**config.mk**
```make
export PLATFORM = sky130hd
export DESIGN_NAME = link_rst_seq
export DESIGN_NICKNAME = d
export VERILOG_FILES = /design/src/rtl/alrs_pkg.sv /design/src/rtl/alrs_level_timer.sv /design/src/rtl/alrs_bclk_mon.sv /design/src/rtl/alrs_gap_timer.sv /design/src/rtl/link_rst_seq.sv
export SDC_FILE = /design/constraint.sdc
export NUM_CORES = 1
export LEC_CHECK = 0
export ABC_AREA = 1
export BUFFER_PORTS_ARGS = -buffer_cell sky130_fd_sc_hd__buf_2
export CORE_MARGIN = 2
export CORE_UTILIZATION = 55
export DETAILED_ROUTE_END_ITERATION = 7
export PLACE_DENSITY = 0.73
export SYNTH_ARGS = -nofsm -noshare
export SYNTH_HDL_FRONTEND = slang
export SYNTH_SLANG_ARGS = --single-unit
```
**constraint.sdc**
```tcl
create_clock -name clk_ref -period 2.7 [get_ports clk_ref]
set_input_delay 0.27 -clock clk_ref [delete_from_list [all_inputs] [get_ports clk_ref]]
set_output_delay 0.27 -clock clk_ref [all_outputs]
set_load 0.02 [all_outputs]
```
**src/rtl/alrs_pkg.sv**
```systemverilog
package alrs_pkg;

  typedef enum logic [1:0] {
    RK_NONE   = 2'b00,
    RK_COLD   = 2'b01,
    RK_WARM   = 2'b10,
    RK_RESUME = 2'b11
  } rst_kind_e;

  // Reference cycles covering two nominal bit-clock periods (~163 ns).
  function automatic int gap_cycles(input int cyc_per_us);
    return (cyc_per_us * 163 + 999) / 1000;
  endfunction

  function automatic int cnt_bits(input int max_val);
    return (max_val < 1) ? 1 : $clog2(max_val + 1);
  endfunction

endpackage

```
**src/rtl/alrs_level_timer.sv**
```systemverilog
module alrs_level_timer #(
  parameter int LIMIT = 125
) (
  input  logic clk,
  input  logic rst_n,
  input  logic level,
  output logic rise_evt,
  output logic fall_evt,
  output logic long_q
);
  import alrs_pkg::*;
  localparam int W = cnt_bits(LIMIT);
  localparam logic [W-1:0] LIM = W'(LIMIT);

  logic [W-1:0] run_q;
  logic         level_q;

  always_ff @(posedge clk or negedge rst_n) begin
    if (!rst_n) begin
      run_q   <= '0;
      level_q <= 1'b0;
    end else begin
      level_q <= level;
      if (!level)        run_q <= '0;
      else if (!long_q)  run_q <= run_q + 1'b1;
    end
  end

  // long_q: the previous consecutive high samples reached LIMIT
  assign long_q   = (run_q >= LIM);
  assign rise_evt = level & ~level_q;
  assign fall_evt = ~level & level_q;
endmodule

```
**src/rtl/alrs_bclk_mon.sv**
```systemverilog
module alrs_bclk_mon #(
  parameter int ABSENT_CYC   = 8,
  parameter int STABLE_EDGES = 16
) (
  input  logic clk,
  input  logic rst_n,
  input  logic bclk_edge,
  output logic absent,
  output logic stable,
  output logic resume_evt
);
  import alrs_pkg::*;
  localparam int GW = cnt_bits(ABSENT_CYC);
  localparam int RW = cnt_bits(STABLE_EDGES);
  localparam logic [GW-1:0] GMAX = GW'(ABSENT_CYC);
  localparam logic [RW-1:0] RMAX = RW'(STABLE_EDGES);

  logic [GW-1:0] idle_q;
  logic [RW-1:0] edges_q;

  always_ff @(posedge clk or negedge rst_n) begin
    if (!rst_n) begin
      idle_q  <= GMAX;
      edges_q <= '0;
    end else if (bclk_edge) begin
      idle_q <= '0;
      if (absent)              edges_q <= RW'(1);
      else if (edges_q < RMAX) edges_q <= edges_q + 1'b1;
    end else begin
      if (idle_q < GMAX) idle_q <= idle_q + 1'b1;
      if (idle_q + 1'b1 >= GMAX) edges_q <= '0;
    end
  end

  assign absent     = (idle_q >= GMAX);
  assign stable     = (edges_q >= RMAX) && !absent;
  assign resume_evt = bclk_edge & absent;
endmodule

```
**src/rtl/alrs_gap_timer.sv**
```systemverilog
module alrs_gap_timer #(
  parameter int GAP = 21
) (
  input  logic clk,
  input  logic rst_n,
  input  logic start,
  input  logic cancel,
  output logic fire
);
  import alrs_pkg::*;
  localparam int W = cnt_bits(GAP);

  logic [W-1:0] left_q;

  always_ff @(posedge clk or negedge rst_n) begin
    if (!rst_n)                 left_q <= '0;
    else if (cancel)            left_q <= '0;
    else if (start)             left_q <= W'(GAP);
    else if (left_q != '0)      left_q <= left_q - 1'b1;
  end

  assign fire = (left_q == W'(1)) && !cancel;
endmodule

```
**src/rtl/link_rst_seq.sv**
```systemverilog
module link_rst_seq #(
  parameter int CYC_PER_US   = 125,
  parameter int ABSENT_CYC   = 8,
  parameter int STABLE_EDGES = 16,
  parameter bit SECONDARY    = 1'b0
) (
  input  logic       clk_ref,
  input  logic       sys_rst_n,
  input  logic       link_rst_n,
  input  logic       sync_in,
  input  logic       bclk_edge,
  input  logic       link_pd,
  input  logic       resume_dis,
  output logic       logic_rst,
  output logic       link_restart,
  output logic [1:0] rst_kind,
  output logic       sdo_en
);
  import alrs_pkg::*;
  localparam int GAP_CYC = gap_cycles(CYC_PER_US);

  // named internal events, observed by the bound checker
  logic rel_evt, rst_long, rst_rise_unused;
  logic sync_rise, sync_fall, sync_long;
  logic bclk_absent, bclk_stable, bclk_resume;
  logic warm_arm, warm_hit, cold_hit, resume_hit;
  logic restart_next;
  rst_kind_e kind_next;

  alrs_level_timer #(.LIMIT(CYC_PER_US)) u_rst_tmr (
    .clk(clk_ref), .rst_n(sys_rst_n), .level(~link_rst_n),
    .rise_evt(rst_rise_unused), .fall_evt(rel_evt), .long_q(rst_long)
  );

  alrs_level_timer #(.LIMIT(CYC_PER_US)) u_sync_tmr (
    .clk(clk_ref), .rst_n(sys_rst_n), .level(sync_in),
    .rise_evt(sync_rise), .fall_evt(sync_fall), .long_q(sync_long)
  );

  alrs_bclk_mon #(.ABSENT_CYC(ABSENT_CYC), .STABLE_EDGES(STABLE_EDGES)) u_bclk (
    .clk(clk_ref), .rst_n(sys_rst_n), .bclk_edge(bclk_edge),
    .absent(bclk_absent), .stable(bclk_stable), .resume_evt(bclk_resume)
  );

  assign resume_hit = rel_evt & link_pd & ~resume_dis;
  assign cold_hit   = rel_evt & ~(link_pd & ~resume_dis) & rst_long;

  generate
    if (SECONDARY) begin : g_secondary
      assign warm_arm = 1'b0;
      assign warm_hit = bclk_resume;
    end else begin : g_primary
      assign warm_arm = sync_fall & sync_long & bclk_absent & link_rst_n;
      alrs_gap_timer #(.GAP(GAP_CYC)) u_gap (
        .clk(clk_ref), .rst_n(sys_rst_n), .start(warm_arm),
        .cancel(cold_hit | resume_hit | ~link_rst_n), .fire(warm_hit)
      );
    end
  endgenerate

  always_comb begin
    if (cold_hit)        kind_next = RK_COLD;
    else if (resume_hit) kind_next = RK_RESUME;
    else if (warm_hit)   kind_next = RK_WARM;
    else                 kind_next = RK_NONE;
  end
  assign restart_next = (kind_next != RK_NONE);

  always_ff @(posedge clk_ref or negedge sys_rst_n) begin
    if (!sys_rst_n) begin
      logic_rst    <= 1'b0;
      link_restart <= 1'b0;
      rst_kind     <= RK_NONE;
      sdo_en       <= 1'b0;
    end else begin
      logic_rst    <= cold_hit;
      link_restart <= restart_next;
      rst_kind     <= kind_next;
      if (restart_next || bclk_absent)  sdo_en <= 1'b0;
      else if (bclk_stable && sync_rise) sdo_en <= 1'b1;
    end
  end
endmodule

```
==> Flow_metrics.wiki <==
{| class="wikitable"
! Metric !! Value
|-
| Run status || completed
|-
| Worst-case clock buffer depth || 2
|-
| Worst slew margin relative to its limit || 48.5%
|-
| GRT Total Usage || 20.1%
|-
| Number of cells upsized or downsized after cts || 0
|-
| Number of top-level design ports || 12
|-
| Top Layer Used || met4
|-
| Detail-routed via count per cell || 5.21
|-
| Total power consumption of the routed design || 1.40 mW
|-
| Number of search-and-repair iterations in the first detailed-routing pass || 4
|-
| Antenna cells || 0
|-
| Worst EP required || 2.99 ns
|-
| Part of the cycle the worst path needs || 54.1%
|-
| Synthesized netlist net count || 230
|-
| Chain of cells forming the critical path || inv_1 -> ha_1 -> nor2_1 -> nand2_1 -> nand3_2 -> nand3_1 -> inv_1 -> nand3_1 -> inv_1
|-
| CP most frequent cell || sky130_fd_sc_hd__inv_1
|-
| Initial antenna violation count || 0
|-
| Initial DRC count || 104
|-
| Cell area after synthesis || 1830 um^2
|-
| Clock Latency Late Sink || 0.35 ns
|-
| CP arrival || 1.75 ns
|-
| Register-to-Register Path Depth || 9
|-
| Final hold viol count || 0
|-
| Crit path max fanout || 5
|-
| Cell chosen for the clock root || sky130_fd_sc_hd__clkbuf_4
|-
| Number of levels in the clock H-tree || 2
|-
| Post-Route Skew || 0.00885 ns
|-
| Post-synthesis cell type count || 29
|-
| HPWL Detailed || 2.31 mm
|-
| Antenna violation net count after detailed routing || 0
|-
| Core box area || 3100 um^2
|-
| Most instantiated library cell after synthesis || sky130_fd_sc_hd__nand2_1
|-
| CP startpoint kind || flip-flop
|-
| Final setup slack of the worst path || 1.24 ns
|-
| Worst hold path stage count || 2
|-
| Via count of the first global-routing pass || 1293
|-
| Area enclosed by the die boundary || 3800 um^2
|-
| Cell Rows || 20
|-
| Sequential area share after synthesis || 48.0%
|-
| Number of CTS-inserted buffers || 5
|-
| Routed length on met1 || 1.50 mm
|-
| Ys flop type || sky130_fd_sc_hd__dfrtp_1
|-
| Max Slew Vio Count || 0
|-
| Critical register-to-register path endpoint || g_primary.u_gap.left_q[2]$_DFFE_PN0P_
|-
| Placer's final routability congestion estimate || 0.854
|-
| Post-Synthesis Cells || 213
|-
| Fin crit period || 1.46 ns
|-
| Maximum number of pins on one net before global-route repair || 36
|-
| Synth cell count leaders || 40 x sky130_fd_sc_hd__nand2_1, 34 x sky130_fd_sc_hd__dfrtp_1, 26 x sky130_fd_sc_hd__inv_1, 20 x sky130_fd_sc_hd__nand3_1, 18 x sky130_fd_sc_hd__nor2_1
|-
| Drc violations || 0
|-
| Signed area change from the synthesized netlist to the final layout || 10.6%
|-
| Global-route wire length before repair || 5.53 mm
|-
| Worst r2r src || u_rst_tmr.run_q[1]$_DFFE_PN0P_
|-
| Starting Density || 58.9%
|-
| Post-synth EDFFs || 0
|-
| Layout cell share with drive strength beyond 1 || 14.7%
|-
| Category of cells accounting for the largest share of critical-path delay || simple AND/OR/NAND/NOR gates
|-
| Post-synth top area cell || sky130_fd_sc_hd__dfrtp_1
|-
| Static Leakage || 1.03 nW
|-
| Post-route core utilization || 65.2%
|-
| Synthesized area per cell || 8.58 um^2
|-
| Cell with the largest stage delay on the worst path || sky130_fd_sc_hd__dfrtp_1
|-
| Die outline width || 61.7 um
|-
| Clk sinks || 35
|-
| Hold path endpoint || u_bclk.idle_q[3]$_DFFE_PN1P_
|-
| Metal2 WL || 1.58 mm
|-
| Ys Warns || 0
|-
| Sum of buffers and inverters on the critical path || 3
|-
| Post-Place Worst Slack || 1.30 ns
|-
| Maximum ir drop on the vdd rail || 521 uV
|-
| Worst hold path type || primary input to flip-flop
|-
| Type of destination of the critical path || flip-flop
|-
| Flip-flop and latch count after synthesis || 35
|-
| Total number of nets in the final design || 247
|-
| Setup_tns || 0 ns
|-
| Worst Tran Pin Value || 0.773 ns
|-
| Vertical die dimension || 61.7 um
|-
| Largest stage delay on the critical path || 0.41 ns
|-
| WL met3 || 122 um
|-
| Area contributors post-synth || sky130_fd_sc_hd__dfrtp_1 47%, sky130_fd_sc_hd__nand2_1 8.2%, sky130_fd_sc_hd__ha_1 6.8%
|-
| Async S/R FF share, synth || 100%
|-
| Input/output buffers || 11
|-
| Worst Setup Path Type || flip-flop to flip-flop
|-
| Fmax || 684 MHz
|-
| Area share of the largest cell type after synthesis || 46.5%
|-
| TritonCTS clock tree || done
|-
| Number of setup violations in the final report || 0
|-
| Sum of overflow across all layers after global routing || 0
|-
| PwrDens || 691 nW/um^2
|-
| Worst-path clk slew || 0.11 ns
|-
| Max-cap violations || 0
|-
| Via count || 1432
|-
| DR WL/cell || 11.9 um
|-
| Slack of the worst reg-to-reg path || 1.24 ns
|-
| Unrepaired setup endpoints after global routing || false
|-
| Hold Path Origin || bclk_edge
|-
| Routed wire length || 3.27 mm
|}
final cells by class:
type                    instances  area, um^2
well taps                      44        55.1
multi-input cells             149         837
inverters                      27         101
clock buffers                   6        51.3
fillers                       283        1080
repair buffers                 12        65.1
clock inverters                 2        35.0
flip-flops and latches         35         877
routing by layer:
metal / vias up / track usage, %
li1: 730 / -
met1: 670 / 25.1
met2: 26 / 32.2
met3: 6 / 6.30
met4: 0 / 8.51
met5: - / 0
how the worst max path moves through the flow:
stage	from	to	slack, ns	cells after the start
3_5_place_dp	u_rst_tmr.run_q[1]$_DFFE_PN0P_	g_primary.u_gap.left_q[0]$_DFFE_PN0P_	1.30	9
4_1_cts	u_rst_tmr.run_q[1]$_DFFE_PN0P_	g_primary.u_gap.left_q[0]$_DFFE_PN0P_	1.25	9
2_1_floorplan	u_bclk.idle_q[3]$_DFFE_PN1P_	g_primary.u_gap.left_q[3]$_DFFE_PN0P_	1.41	9
3_3_place_gp	u_rst_tmr.run_q[1]$_DFFE_PN0P_	g_primary.u_gap.left_q[0]$_DFFE_PN0P_	1.34	9
6_report	u_rst_tmr.run_q[1]$_DFFE_PN0P_	g_primary.u_gap.left_q[2]$_DFFE_PN0P_	1.24	9
5_1_grt	u_rst_tmr.run_q[1]$_DFFE_PN0P_	g_primary.u_gap.left_q[0]$_DFFE_PN0P_	1.05	9
sequential cells by signal, summed over array words and instances (netlist names):
name	flops
rst_kind	2
u_rst_tmr.run_q	7
u_sync_tmr.run_q	7
sdo_en	1
u_rst_tmr.level_q	1
g_primary.u_gap.left_q	5
link_restart	1
u_bclk.edges_q	5
u_bclk.idle_q	4
logic_rst	1
u_sync_tmr.level_q	1
where the power goes:
group          internal [mW]  total, mW  switching (mW)
combinational          0.132      0.358           0.226
sequential             0.584      0.638          0.0541
clock                  0.219      0.401           0.182
total                  0.935       1.40           0.462
through the flow:
| step | hold slack [ns] | area (um^2) | cells |
|---|---|---|---|
| 2_1_floorplan | -0.0256 | 1830 | 213 |
| 3_3_place_gp | 0.375 | 1930 | 266 |
| 3_5_place_dp | 0.389 | 1930 | 266 |
| 4_1_cts | 0.111 | 2020 | 275 |
| 5_1_grt | 0.110 | 2020 | 275 |
| 6_report | 0.128 | 2020 | 275 |
what timing repair did:
action,in CTS,in global routing
hold buffers,1,0
endpoints found under the hold margin,10,0
endpoints found under the setup margin,0,0
buffers inserted,0,0
cells in the final DEF, fill, tap and decap left out, types with 2 or more instances in the layout:
cell and count:
sky130_fd_sc_hd__o21ai_0 15, sky130_fd_sc_hd__nand2_1 40, sky130_fd_sc_hd__nor2_2 2, sky130_fd_sc_hd__nand4_1 2
sky130_fd_sc_hd__a21oi_1 8, sky130_fd_sc_hd__xor2_1 7, sky130_fd_sc_hd__dfrtp_1 34, sky130_fd_sc_hd__a31oi_1 3
sky130_fd_sc_hd__ha_1 10, sky130_fd_sc_hd__buf_2 11, sky130_fd_sc_hd__or2_2 2, sky130_fd_sc_hd__nor3_1 7
sky130_fd_sc_hd__clkbuf_4 5, sky130_fd_sc_hd__nand3_1 20, sky130_fd_sc_hd__nand2_2 5, sky130_fd_sc_hd__nor2_1 18
sky130_fd_sc_hd__inv_1 26
cells by family (layout without fill, tap and decap cells):
logic type               count (synthesis)  in the layout  share of synthesized area [%]
adder cells (fa/ha/maj)                 10             10                           6.84
buffers and inverters                   29             47                           6.23
XOR/XNOR                                 8              8                           3.83
AND/OR/NAND/NOR                        100            100                           25.7
AO/OA/AOI/OAI                           31             31                           9.38
flip-flops                              35             35                           48.0
Note: power is estimated with default switching activity, not from simulation.
